### config.mk
export PLATFORM = sky130hd
export DESIGN_NAME = wdog_keyed
export DESIGN_NICKNAME = d
export VERILOG_FILES = /design/src/rtl/wdk_pkg.sv /design/src/rtl/wdk_unlock.sv /design/src/rtl/wdk_regs.sv /design/src/rtl/wdk_count.sv /design/src/rtl/wdog_keyed.sv
export SDC_FILE = /design/constraint.sdc
export NUM_CORES = 1
export LEC_CHECK = 0
export BUFFER_PORTS_ARGS = -buffer_cell sky130_fd_sc_hd__buf_2
export CORE_ASPECT_RATIO = 2
export CORE_UTILIZATION = 45
export DETAILED_ROUTE_END_ITERATION = 6
export GPL_TIMING_DRIVEN = 0
export PLACE_DENSITY = 0.72
export SYNTH_ARGS = -nofsm -noshare
export SYNTH_HDL_FRONTEND = slang
export SYNTH_SLANG_ARGS = --single-unit
export TNS_END_PERCENT = 5
### constraint.sdc
create_clock -name clk -period 3.6 [get_ports clk]
set_clock_uncertainty 0.2 [all_clocks]
set_input_delay 0.54 -clock clk [delete_from_list [all_inputs] [get_ports clk]]
set_output_delay 0.54 -clock clk [all_outputs]
set_load 0.02 [all_outputs]
### src/rtl/wdk_pkg.sv
package wdk_pkg;

   localparam logic [7:0] OFS_PRE1 = 8'h00;
   localparam logic [7:0] OFS_PRE2 = 8'h04;
   localparam logic [7:0] OFS_KEY  = 8'h0C;
   localparam logic [7:0] OFS_CMD  = 8'h0D;
   localparam logic [7:0] OFS_CTRL = 8'h10;
   localparam logic [7:0] OFS_CNT  = 8'h14;
   localparam logic [7:0] OFS_LOCK = 8'h18;

   localparam logic [7:0] KEY_FIRST  = 8'h80;
   localparam logic [7:0] KEY_SECOND = 8'h86;

   localparam int CMD_RELOAD  = 0;
   localparam int CMD_CLRFLAG = 1;
   localparam int CTL_SHORT   = 2;
   localparam int CTL_WARM    = 3;
   localparam int CTL_RSTEN   = 4;
   localparam int CTL_NOTOG   = 5;
   localparam int LK_LOCK     = 0;
   localparam int LK_EN       = 1;
   localparam int FLAG_RD_BIT = 9;

   typedef enum logic [1:0] {
      KEY_IDLE = 2'd0,
      KEY_HALF = 2'd1,
      KEY_OPEN = 2'd2
   } key_st_e;

   // field order matches the read-back bit order 5..2
   typedef struct packed {
      logic no_tog;
      logic rst_en;
      logic warm;
      logic short_sel;
   } ctl_t;

endpackage

### src/rtl/wdk_unlock.sv
module wdk_unlock
   import wdk_pkg::*;
#(
   parameter int ADDR_W = 5
) (
   input  logic              clk,
   input  logic              rst_n,
   input  logic              wr_en,
   input  logic [ADDR_W-1:0] wr_addr,
   input  logic [7:0]        wr_byte,
   output logic              prot_ok
);

   key_st_e st;
   logic    at_key, at_guarded, first_ok, second_ok;

   assign at_key     = (wr_addr == ADDR_W'(OFS_KEY));
   assign at_guarded = (wr_addr == ADDR_W'(OFS_PRE1)) ||
                       (wr_addr == ADDR_W'(OFS_PRE2)) ||
                       (wr_addr == ADDR_W'(OFS_CMD));
   assign first_ok   = at_key && (wr_byte == KEY_FIRST);
   assign second_ok  = at_key && (wr_byte == KEY_SECOND);
   assign prot_ok    = wr_en && at_guarded && (st == KEY_OPEN);

   always_ff @(posedge clk or negedge rst_n) begin
      if (!rst_n) begin
         st <= KEY_IDLE;
      end else if (wr_en) begin
         unique case (st)
            KEY_IDLE: st <= first_ok  ? KEY_HALF : KEY_IDLE;
            KEY_HALF: st <= second_ok ? KEY_OPEN : KEY_IDLE;
            default:  st <= KEY_IDLE;
         endcase
      end
   end

   assert_key_break_R3: assert property (@(posedge clk) disable iff (!rst_n)
      (wr_en && st == KEY_HALF && !(at_key && wr_byte == KEY_SECOND)) |=> st == KEY_IDLE);

   assert_open_consumed_R3: assert property (@(posedge clk) disable iff (!rst_n)
      (wr_en && st == KEY_OPEN) |=> st == KEY_IDLE);

   assert_open_needs_half_R2: assert property (@(posedge clk) disable iff (!rst_n)
      $rose(st == KEY_OPEN) |-> $past(st) == KEY_HALF);

endmodule

### src/rtl/wdk_regs.sv
module wdk_regs
   import wdk_pkg::*;
#(
   parameter int              ADDR_W  = 5,
   parameter int              DATA_W  = 32,
   parameter int              PRE_W   = 20,
   parameter logic [PRE_W-1:0] PRE_RST = '1
) (
   input  logic              clk,
   input  logic              rst_n,
   input  logic              wr_en,
   input  logic [ADDR_W-1:0] wr_addr,
   input  logic [DATA_W-1:0] wr_data,
   input  logic              prot_ok,
   output logic [PRE_W-1:0]  pre1,
   output logic [PRE_W-1:0]  pre2,
   output ctl_t              ctl,
   output logic              en,
   output logic              locked,
   output logic              reload_p,
   output logic              clr_p
);

   logic hit_pre1, hit_pre2, hit_cmd, hit_ctrl, hit_lock;

   assign hit_pre1 = wr_en && (wr_addr == ADDR_W'(OFS_PRE1));
   assign hit_pre2 = wr_en && (wr_addr == ADDR_W'(OFS_PRE2));
   assign hit_cmd  = wr_en && (wr_addr == ADDR_W'(OFS_CMD));
   assign hit_ctrl = wr_en && (wr_addr == ADDR_W'(OFS_CTRL));
   assign hit_lock = wr_en && (wr_addr == ADDR_W'(OFS_LOCK));

   assign reload_p = prot_ok && hit_cmd && wr_data[CMD_RELOAD];
   assign clr_p    = prot_ok && hit_cmd && wr_data[CMD_CLRFLAG];

   always_ff @(posedge clk or negedge rst_n) begin
      if (!rst_n) begin
         pre1   <= PRE_RST;
         pre2   <= PRE_RST;
         ctl    <= '0;
         en     <= 1'b0;
         locked <= 1'b0;
      end else begin
         if (prot_ok && hit_pre1) pre1 <= wr_data[PRE_W-1:0];
         if (prot_ok && hit_pre2) pre2 <= wr_data[PRE_W-1:0];
         if (hit_ctrl && !locked) begin
            ctl.short_sel <= wr_data[CTL_SHORT];
            ctl.warm      <= wr_data[CTL_WARM];
            ctl.rst_en    <= wr_data[CTL_RSTEN];
            ctl.no_tog    <= wr_data[CTL_NOTOG];
         end
         if (hit_lock && !locked) begin
            en     <= wr_data[LK_EN];
            locked <= wr_data[LK_LOCK];
         end
      end
   end

   assert_lock_sticky_R9: assert property (@(posedge clk) disable iff (!rst_n)
      locked |=> locked);

   assert_ctl_frozen_R9: assert property (@(posedge clk) disable iff (!rst_n)
      locked |=> $stable(ctl));

   assert_en_frozen_R9: assert property (@(posedge clk) disable iff (!rst_n)
      locked |=> $stable(en));

   assert_pre_needs_key_R2: assert property (@(posedge clk) disable iff (!rst_n)
      (wr_en && !prot_ok) |=> ($stable(pre1) && $stable(pre2)));

endmodule

### src/rtl/wdk_count.sv
module wdk_count #(
   parameter int PRE_W = 20,
   parameter int SHIFT = 15,
   localparam int CNT_W = PRE_W + SHIFT
) (
   input  logic             clk,
   input  logic             rst_n,
   input  logic             en,
   input  logic             short_sel,
   input  logic             no_tog,
   input  logic             rst_en,
   input  logic [PRE_W-1:0] pre1,
   input  logic [PRE_W-1:0] pre2,
   input  logic             reload,
   input  logic             clr_flag,
   output logic [CNT_W-1:0] cnt,
   output logic             tout,
   output logic             pin,
   output logic             rst_req,
   output logic             stage
);

   logic [CNT_W-1:0] ld1, ld2, ld1_long, ld2_long;

   generate
      if (SHIFT > 0) begin : g_shifted
         assign ld1_long = {pre1, {SHIFT{1'b1}}};
         assign ld2_long = {pre2, {SHIFT{1'b1}}};
      end else begin : g_plain
         assign ld1_long = pre1;
         assign ld2_long = pre2;
      end
   endgenerate

   assign ld1 = short_sel ? CNT_W'(pre1) : ld1_long;
   assign ld2 = short_sel ? CNT_W'(pre2) : ld2_long;

   always_ff @(posedge clk or negedge rst_n) begin
      if (!rst_n) begin
         cnt     <= '0;
         stage   <= 1'b0;
         tout    <= 1'b0;
         pin     <= 1'b0;
         rst_req <= 1'b0;
      end else begin
         rst_req <= 1'b0;
         if (clr_flag) tout <= 1'b0;
         if (!en || reload) begin
            cnt   <= ld1;
            stage <= 1'b0;
         end else if (cnt == '0) begin
            if (!stage) begin
               tout  <= 1'b1;
               if (!no_tog) pin <= ~pin;
               cnt   <= ld2;
               stage <= 1'b1;
            end else begin
               rst_req <= rst_en;
               cnt     <= ld1;
               stage   <= 1'b0;
            end
         end else begin
            cnt <= cnt - 1'b1;
         end
      end
   end

   assert_rst_one_cycle_R6: assert property (@(posedge clk) disable iff (!rst_n)
      rst_req |=> !rst_req);

   assert_rst_from_stage2_R6: assert property (@(posedge clk) disable iff (!rst_n)
      rst_req |-> ($past(stage) && $past(rst_en) && !stage));

   assert_flag_enters_stage2_R5: assert property (@(posedge clk) disable iff (!rst_n)
      $rose(tout) |-> stage);

   assert_decrement_R5: assert property (@(posedge clk) disable iff (!rst_n)
      (en && !reload && cnt != '0) |=> cnt == $past(cnt) - 1'b1);

   assert_hold_stage1_R8: assert property (@(posedge clk) disable iff (!rst_n)
      !en |=> !stage);

endmodule

### src/rtl/wdog_keyed.sv
module wdog_keyed
   import wdk_pkg::*;
#(
   parameter int               ADDR_W  = 5,
   parameter int               DATA_W  = 32,
   parameter int               PRE_W   = 20,
   parameter int               SHIFT   = 15,
   parameter logic [PRE_W-1:0] PRE_RST = '1,
   localparam int              CNT_W   = PRE_W + SHIFT
) (
   input  logic              clk,
   input  logic              rst_n,
   input  logic              wr_en,
   input  logic [ADDR_W-1:0] wr_addr,
   input  logic [DATA_W-1:0] wr_data,
   input  logic [ADDR_W-1:0] rd_addr,
   output logic [DATA_W-1:0] rd_data,
   output logic              tout_flag,
   output logic              tog_pin,
   output logic              rst_req,
   output logic              rst_warm
);

   if (ADDR_W < 5 || ADDR_W > 16) begin : g_bad_addr_w
      $error("ADDR_W must cover offset 0x18 and stay below 17");
   end
   if (DATA_W < 16 || DATA_W < PRE_W) begin : g_bad_data_w
      $error("DATA_W must be at least 16 and at least PRE_W");
   end
   if (PRE_W < 1 || PRE_W > 32) begin : g_bad_pre_w
      $error("PRE_W must lie in 1..32");
   end
   if (SHIFT < 0 || CNT_W > 64) begin : g_bad_shift
      $error("SHIFT must be non-negative and PRE_W+SHIFT at most 64");
   end

   logic             prot_ok, en, locked, reload_p, clr_p, stage;
   logic [PRE_W-1:0] pre1, pre2;
   ctl_t             ctl;
   logic [CNT_W-1:0] cnt;
   logic [DATA_W-1:0] cnt_rd;

   wdk_unlock #(.ADDR_W(ADDR_W)) u_unlock (
      .clk     (clk),
      .rst_n   (rst_n),
      .wr_en   (wr_en),
      .wr_addr (wr_addr),
      .wr_byte (wr_data[7:0]),
      .prot_ok (prot_ok)
   );

   wdk_regs #(
      .ADDR_W  (ADDR_W),
      .DATA_W  (DATA_W),
      .PRE_W   (PRE_W),
      .PRE_RST (PRE_RST)
   ) u_regs (
      .clk      (clk),
      .rst_n    (rst_n),
      .wr_en    (wr_en),
      .wr_addr  (wr_addr),
      .wr_data  (wr_data),
      .prot_ok  (prot_ok),
      .pre1     (pre1),
      .pre2     (pre2),
      .ctl      (ctl),
      .en       (en),
      .locked   (locked),
      .reload_p (reload_p),
      .clr_p    (clr_p)
   );

   wdk_count #(.PRE_W(PRE_W), .SHIFT(SHIFT)) u_count (
      .clk       (clk),
      .rst_n     (rst_n),
      .en        (en),
      .short_sel (ctl.short_sel),
      .no_tog    (ctl.no_tog),
      .rst_en    (ctl.rst_en),
      .pre1      (pre1),
      .pre2      (pre2),
      .reload    (reload_p),
      .clr_flag  (clr_p),
      .cnt       (cnt),
      .tout      (tout_flag),
      .pin       (tog_pin),
      .rst_req   (rst_req),
      .stage     (stage)
   );

   generate
      if (CNT_W > DATA_W) begin : g_cnt_trunc
         assign cnt_rd = cnt[DATA_W-1:0];
      end else begin : g_cnt_ext
         assign cnt_rd = DATA_W'(cnt);
      end
   endgenerate

   assign rst_warm = ctl.warm;

   always_comb begin
      rd_data = '0;
      if (rd_addr == ADDR_W'(OFS_PRE1))      rd_data = DATA_W'(pre1);
      else if (rd_addr == ADDR_W'(OFS_PRE2)) rd_data = DATA_W'(pre2);
      else if (rd_addr == ADDR_W'(OFS_KEY))  rd_data[FLAG_RD_BIT] = tout_flag;
      else if (rd_addr == ADDR_W'(OFS_CTRL)) rd_data = DATA_W'({ctl, 2'b00});
      else if (rd_addr == ADDR_W'(OFS_CNT))  rd_data = cnt_rd;
      else if (rd_addr == ADDR_W'(OFS_LOCK)) rd_data = DATA_W'({en, locked});
   end

   assert_pin_moves_with_flag_R5: assert property (@(posedge clk) disable iff (!rst_n)
      (tog_pin != $past(tog_pin)) |-> (tout_flag && !$past(ctl.no_tog)));

endmodule

After elaboration in Yosys (flattened, before gate mapping)
Index checks and enable logic that the tools add are counted.
- add/subtract/negate cells: 1
- reductions and logical operators: 27
- equal/unequal tests: 14
- muxes and demuxes: 26
- bitwise logic cells: 4
- operators with widths (cell ; number):
    2-to-1 mux 35 bit ; 5
    2-to-1 mux 32 bit ; 4
    logical NOT 35 bit ; 1
    subtractor 35 x 1 -> 35 bit, second input constant ; 1
    == test 5 bit, second input constant ; 5
    2-to-1 mux 22 bit ; 1
    == test 8 bit, second input constant ; 2
    logical AND 1 bit ; 16
    == test 5 x 4 -> 1 bit, second input constant ; 3
    2-to-1 mux 1 bit ; 12
    == test 5 x 3 -> 1 bit, second input constant ; 2
    logical NOT 5 bit ; 2
    2-to-1 mux 9 bit ; 1
    2-to-1 mux 2 bit ; 2
    inverter 1 bit ; 4
    one-hot mux 2 bit (2 select lines) ; 1
    AND reduction 4 bit ; 1
    logical OR 1 bit ; 3
    == test 2 x 1 -> 1 bit, second input constant ; 1
    == test 2 bit, second input constant ; 1
    logical NOT 1 bit ; 2
    logical NOT 2 bit ; 1
    nonzero test 2 bit ; 1
- output and inout bits: 36
- register bits after elaboration: 87

Depth between registers and ports, before layout
- depth in word-level cells: 11
- mapped depth: 9
- mapped depth without buffers: 8

Cells and area by module
A second synthesis with hierarchy kept.
- cell total of the unflattened synthesis: 550
- area total of the unflattened synthesis: 5683.0 µm²
- modules (own cells, without submodules) (module ; times used ; area an instance (µm²) ; cells an instance):
    wdk_count ; 1 ; 2861.5 ; 320
    wdk_regs ; 1 ; 1904.3 ; 108
    wdog_keyed ; 1 ; 764.5 ; 107
    wdk_unlock ; 1 ; 152.6 ; 15

Worst setup path after synthesis
OpenSTA, ideal clock, no wires.
- path type: register to register
- start point: reg u_count.cnt[12]
- end point: reg u_count.cnt[30]
- buffers on the path: 1
- required time: 3.274 ns
- data arrival time: 2.424 ns
- stages on the path, launching flop included: 8
- slack: 0.850 ns
- cells stage by stage: dfrtp_1 or4_4 or3b_4 or4_4 buf_6 nand2_8 a21oi_1 a221o_1
- longest elaborated chain between the ends: 3
- elaborated cells between the ends (all ways): 4
- those cells by class: 1 x add/sub; 2 x mux; 1 x reduce/logical
- RTL lines (element ; RTL line ; RTL):
    from (decl) ; wdk_count.sv:16 ; output logic [CNT_W-1:0] cnt,
    from (signal assigned) ; wdk_count.sv:49 ; cnt <= ld1;
    from (signal assigned) ; wdk_count.sv:55 ; cnt <= ld2;
    from (signal assigned) ; wdk_count.sv:59 ; cnt <= ld1;
    subtractor 35 x 1 -> 35 bit or logical NOT 35 bit (tied branches) ; wdk_count.sv:63, wdk_count.sv:51 ;
    2-to-1 mux 35 bit * ; wdk_count.sv:51 ; end else if (cnt == '0) begin
    2-to-1 mux 35 bit * ; wdk_count.sv:48 ; if (!en || reload) begin
Every way passes the cells marked *; elsewhere a longest branch is shown, timed or not.
A chain may end at the register's enable or synchronous reset.

Final worst setup path
- start point: reg, netlist name u_regs.ctl[0]
- end point: out rd_data[2]
- longest elaborated chain between the ends: 4
- RTL lines (element ; RTL line ; RTL):
    2-to-1 mux 32 bit ; wdog_keyed.sv:106 ; else if (rd_addr == ADDR_W'(OFS_CTRL)) rd_data = DATA_W'({ctl, 2'b00});
    2-to-1 mux 9 bit ; wdog_keyed.sv:105 ; else if (rd_addr == ADDR_W'(OFS_KEY)) rd_data[FLAG_RD_BIT] = tout_flag;
    2-to-1 mux 32 bit ; wdog_keyed.sv:104 ; else if (rd_addr == ADDR_W'(OFS_PRE2)) rd_data = DATA_W'(pre2);
    2-to-1 mux 32 bit ; wdog_keyed.sv:103 ; if (rd_addr == ADDR_W'(OFS_PRE1)) rd_data = DATA_W'(pre1);
    to (decl) ; wdog_keyed.sv:17 ; output logic [DATA_W-1:0] rd_data,
No other way between the ends.

==> run_results.csv <==
group,metric,value,unit
status,status,"complete, no violations",
global_routing,grtUsageMet1,0.309,
drt,vias,4738,
pwr,p_int,1790,µW
setup_path,cp_max_fo,10,
drt,dr.pass1.iters,7,
pwr,total_power,2630,µW
yosys,yosys.cell_types.count,61,
yosys,synth_fp_nets,565,
setup_path,crit_chain,"clkbuf_1, buf_1, clkbuf_1, a22oi_1, a31oi_1, buf_2",
drt,drt-wirelength-per-cell,22.5,µm
yosys,synth_area,5270,µm²
yosys,avgSynthCellArea,10.2,µm²
die,die-width,78.5,µm
final_layout,diodes,0,
pwr,power_frac_comb,0.190,
timing,drv_slew,0,
drt,postRouteAntennaNets,0,
yosys,yosys.area.top_type,"dfrtp_1",
run,drv_cap,0,
setup_path,critPathArrivalTime,2.65,ns
setup_path,critPathLaunchType,"flip-flop",
setup_path,critPathMaxStageDelay,0.49,ns
die,core,11400,µm²
pwr,switching_share,0.319,
timing,hold_viol_final,0,
timing,rsz0062_at_grt,"no",
yosys,synth_top_flop_cell,"dfrtp_1",
final_layout,drive_above_1_share,0.328,
worst_hold_path,min_path_type,"in -> reg",
drt,dr.first_iter.drc_count,473,
timing,fin_setup_tns,0,ns
timing,tightest_slew,1.20,ns
pwr,pwr_density_cell,428,nW/µm²
final_layout,areaGrowthSynthToFinish,16.4,%
clock_tree,htreeDepth,3,
clock_tree,clk_pin_slew,0.06,ns
die,start_util,0.464,
clock_tree,cts_setup_buffers,0,
final_layout,final_cell_mix,"buf_2, mux2_2, dfrtp_1, dfstp_2, nand2_1",
place,place.gp.congestion,0.969,
die,die_y,155,µm
yosys,synth_edf_count,0,
setup_path,cp_slowest_cell,"clkbuf_1",
global_routing,grt_use_met2,0.512,
yosys,synth_cells,518,
clock_tree,cts_made_buffers,9,
yosys,yosys.area.top_type_share,0.223,
pwr,clkPwrFrac,0.363,
setup_path,end_kind,"primary output",
setup_path,crit_top_cell,"clkbuf_1",
pwr,switchingPower,837,µW
final_layout,final_common_cell,"buf_2",
place,pre_cts_slack,0.104,ns
global_routing,grt_pass1_wl,26200,µm
place,dp_hpwl,12700,µm
global_routing,antenna_found_initial,0,
yosys,synth_area_leaders,"dfrtp_1, dfstp_2, mux2_2, a22oi_1, o22ai_1",
drt,drt-total-wl,16800,µm
global_routing,grt.met3_usage,0.0352,
clock_tree,clk_latency,0.35,ns
global_routing,grt_max_degree,72,
clock_tree,cts_num_sinks,87,
pwr,p_leak,0.00266,µW
die,dieArea,12200,µm²
timing,relSlewSlack,0.196,
yosys,yosysWarningCount,0,
yosys,async_flop_share,1.00,
clock_tree,cts_tree,"done",
timing,setup_viol,0,
yosys,synth-seq-cells,87,
clock_tree,cts_root_buf,"clkbuf_16",
die,ioPinCount,81,
timing,min_period,3.39,ns
global_routing,grt.total_usage,0.289,
pwr,ir_drop,0.320,mV
final_layout,layout.nets,646,
yosys,yosysSeqAreaShare,0.422,
timing,fin_crit_sh,0.940,
die,rows,55,
global_routing,overflow,0,
clock_tree,clk_path_buf_depth,2,
drt,viasPerCell,6.35,
setup_path,cp.required,2.86,ns
global_routing,grt_pass1_vias,4849,
timing,fin_ws,0.214,ns
setup_path,crit_type,"reg -> out",
global_routing,grt.busiest_layer,"met2",
drt,drc_errors,0,
timing,fmax,0.295,GHz
place,io_buffers,68,
pwr,seqPwrFrac,0.447,
sequential cells by signal, summed over array words and instances, names as in the netlist:
register,cells
u_count.cnt,35
u_regs.pre1,20
u_regs.pre2,20
u_regs.ctl,4
u_unlock.st,2
u_count.pin,1
u_count.rst_req,1
u_count.stage,1
u_count.tout,1
u_regs.en,1
u_regs.locked,1
area by class of cell:
type                       instances  area, µm²
fill                            1075       5220
clock buffer                       9        225
sequential                        87       2230
tap                              142        178
inverter                          21       78.8
buffer                            31        143
multi-input combinational        379       2830
timing repair buffer              70        380
clock inverter                     7       72.6
per-stage QoR:
step                instances  hold WS (ns)   util  cell area, µm²
floorplan                 518        0.0444      -            5270
global placement          728         0.255  0.510            5790
detailed placement        729         0.225  0.513            5820
CTS                       746         0.198  0.540            6130
global route              746         0.219  0.540            6130
finish                    746         0.201  0.540            6130
path summary, 6_finish.rpt:
| path | start | to | slack (ns) | cells after the start |
|---|---|---|---|---|
| worst min register to register | u_count.pin | u_count.pin | 0.27 | 1 |
| worst max-delay path | u_regs.ctl[0] | rd_data[2] | 0.21 | 6 |
| worst max register to register | u_count.cnt[6] | u_count.cnt[30] | 0.23 | 6 |
| min in group asynchronous | rst_n | u_unlock.st[0] | 0.40 | 2 |
| max in group asynchronous | rst_n | u_regs.pre1[6] | 2.12 | 3 |
| worst min-delay path | wr_data[1] | u_unlock.st[0] | 0.20 | 2 |
routing by layer:
metal | share of wire | wire (µm)
met2 | 0.53 | 8940
met4 | 0.067 | 1130
met5 | 0 | 0
met3 | 0.060 | 1000
met1 | 0.34 | 5710
cell families (layout without fill, tap and decap cells):
| logic type | count (synthesis) | count (layout) | share of synthesized area |
|---|---|---|---|
| simple gates | 165 | 165 | 0.188 |
| compound gates | 120 | 120 | 0.163 |
| flops | 87 | 87 | 0.422 |
| mux | 61 | 61 | 0.129 |
| buf+inv | 52 | 138 | 0.0420 |
| xor+xnor | 31 | 31 | 0.0515 |
| fa+ha+maj | 2 | 2 | 0.00475 |
worst max-delay path, delay by kind of cell, from the launching register on:
family	cells	cell delay (ns)
buffers and inverters	4	1.53
flip-flops	1	0.42
AO/OA/AOI/OAI	2	0.34
timing repair:
item | in CTS | in global routing
setup endpoints to repair | 0 | 3
hold buffers | 1 | 0
resized for setup | 0 | 1
endpoints found under the hold margin | 2 | 0
power by group through the flow:
stage | registers (µW) | clock network (µW) | logic, µW
after floorplan | 1150 | 0 | 327
after global placement | 1180 | 0 | 477
after detailed placement | 1180 | 0 | 489
after CTS | 1170 | 970 | 493
after global routing | 1180 | 993 | 540
final | 1170 | 953 | 498
synthesized netlist by cell type (all sizes together) (11+ instances only):
| library cell | number |
|---|---|
| a21oi | 14 |
| a222oi | 13 |
| a22oi | 29 |
| and2 | 17 |
| clkbuf | 23 |
| dfrtp | 47 |
| dfstp | 40 |
| inv | 21 |
| mux2 | 54 |
| nand2 | 32 |
| nand3 | 11 |
| nor2 | 29 |
| nor3 | 12 |
| nor4 | 13 |
| o21ai | 13 |
| o22ai | 25 |
| xnor2 | 15 |
| xor2 | 16 |
Power figures use the tool's default switching activity.
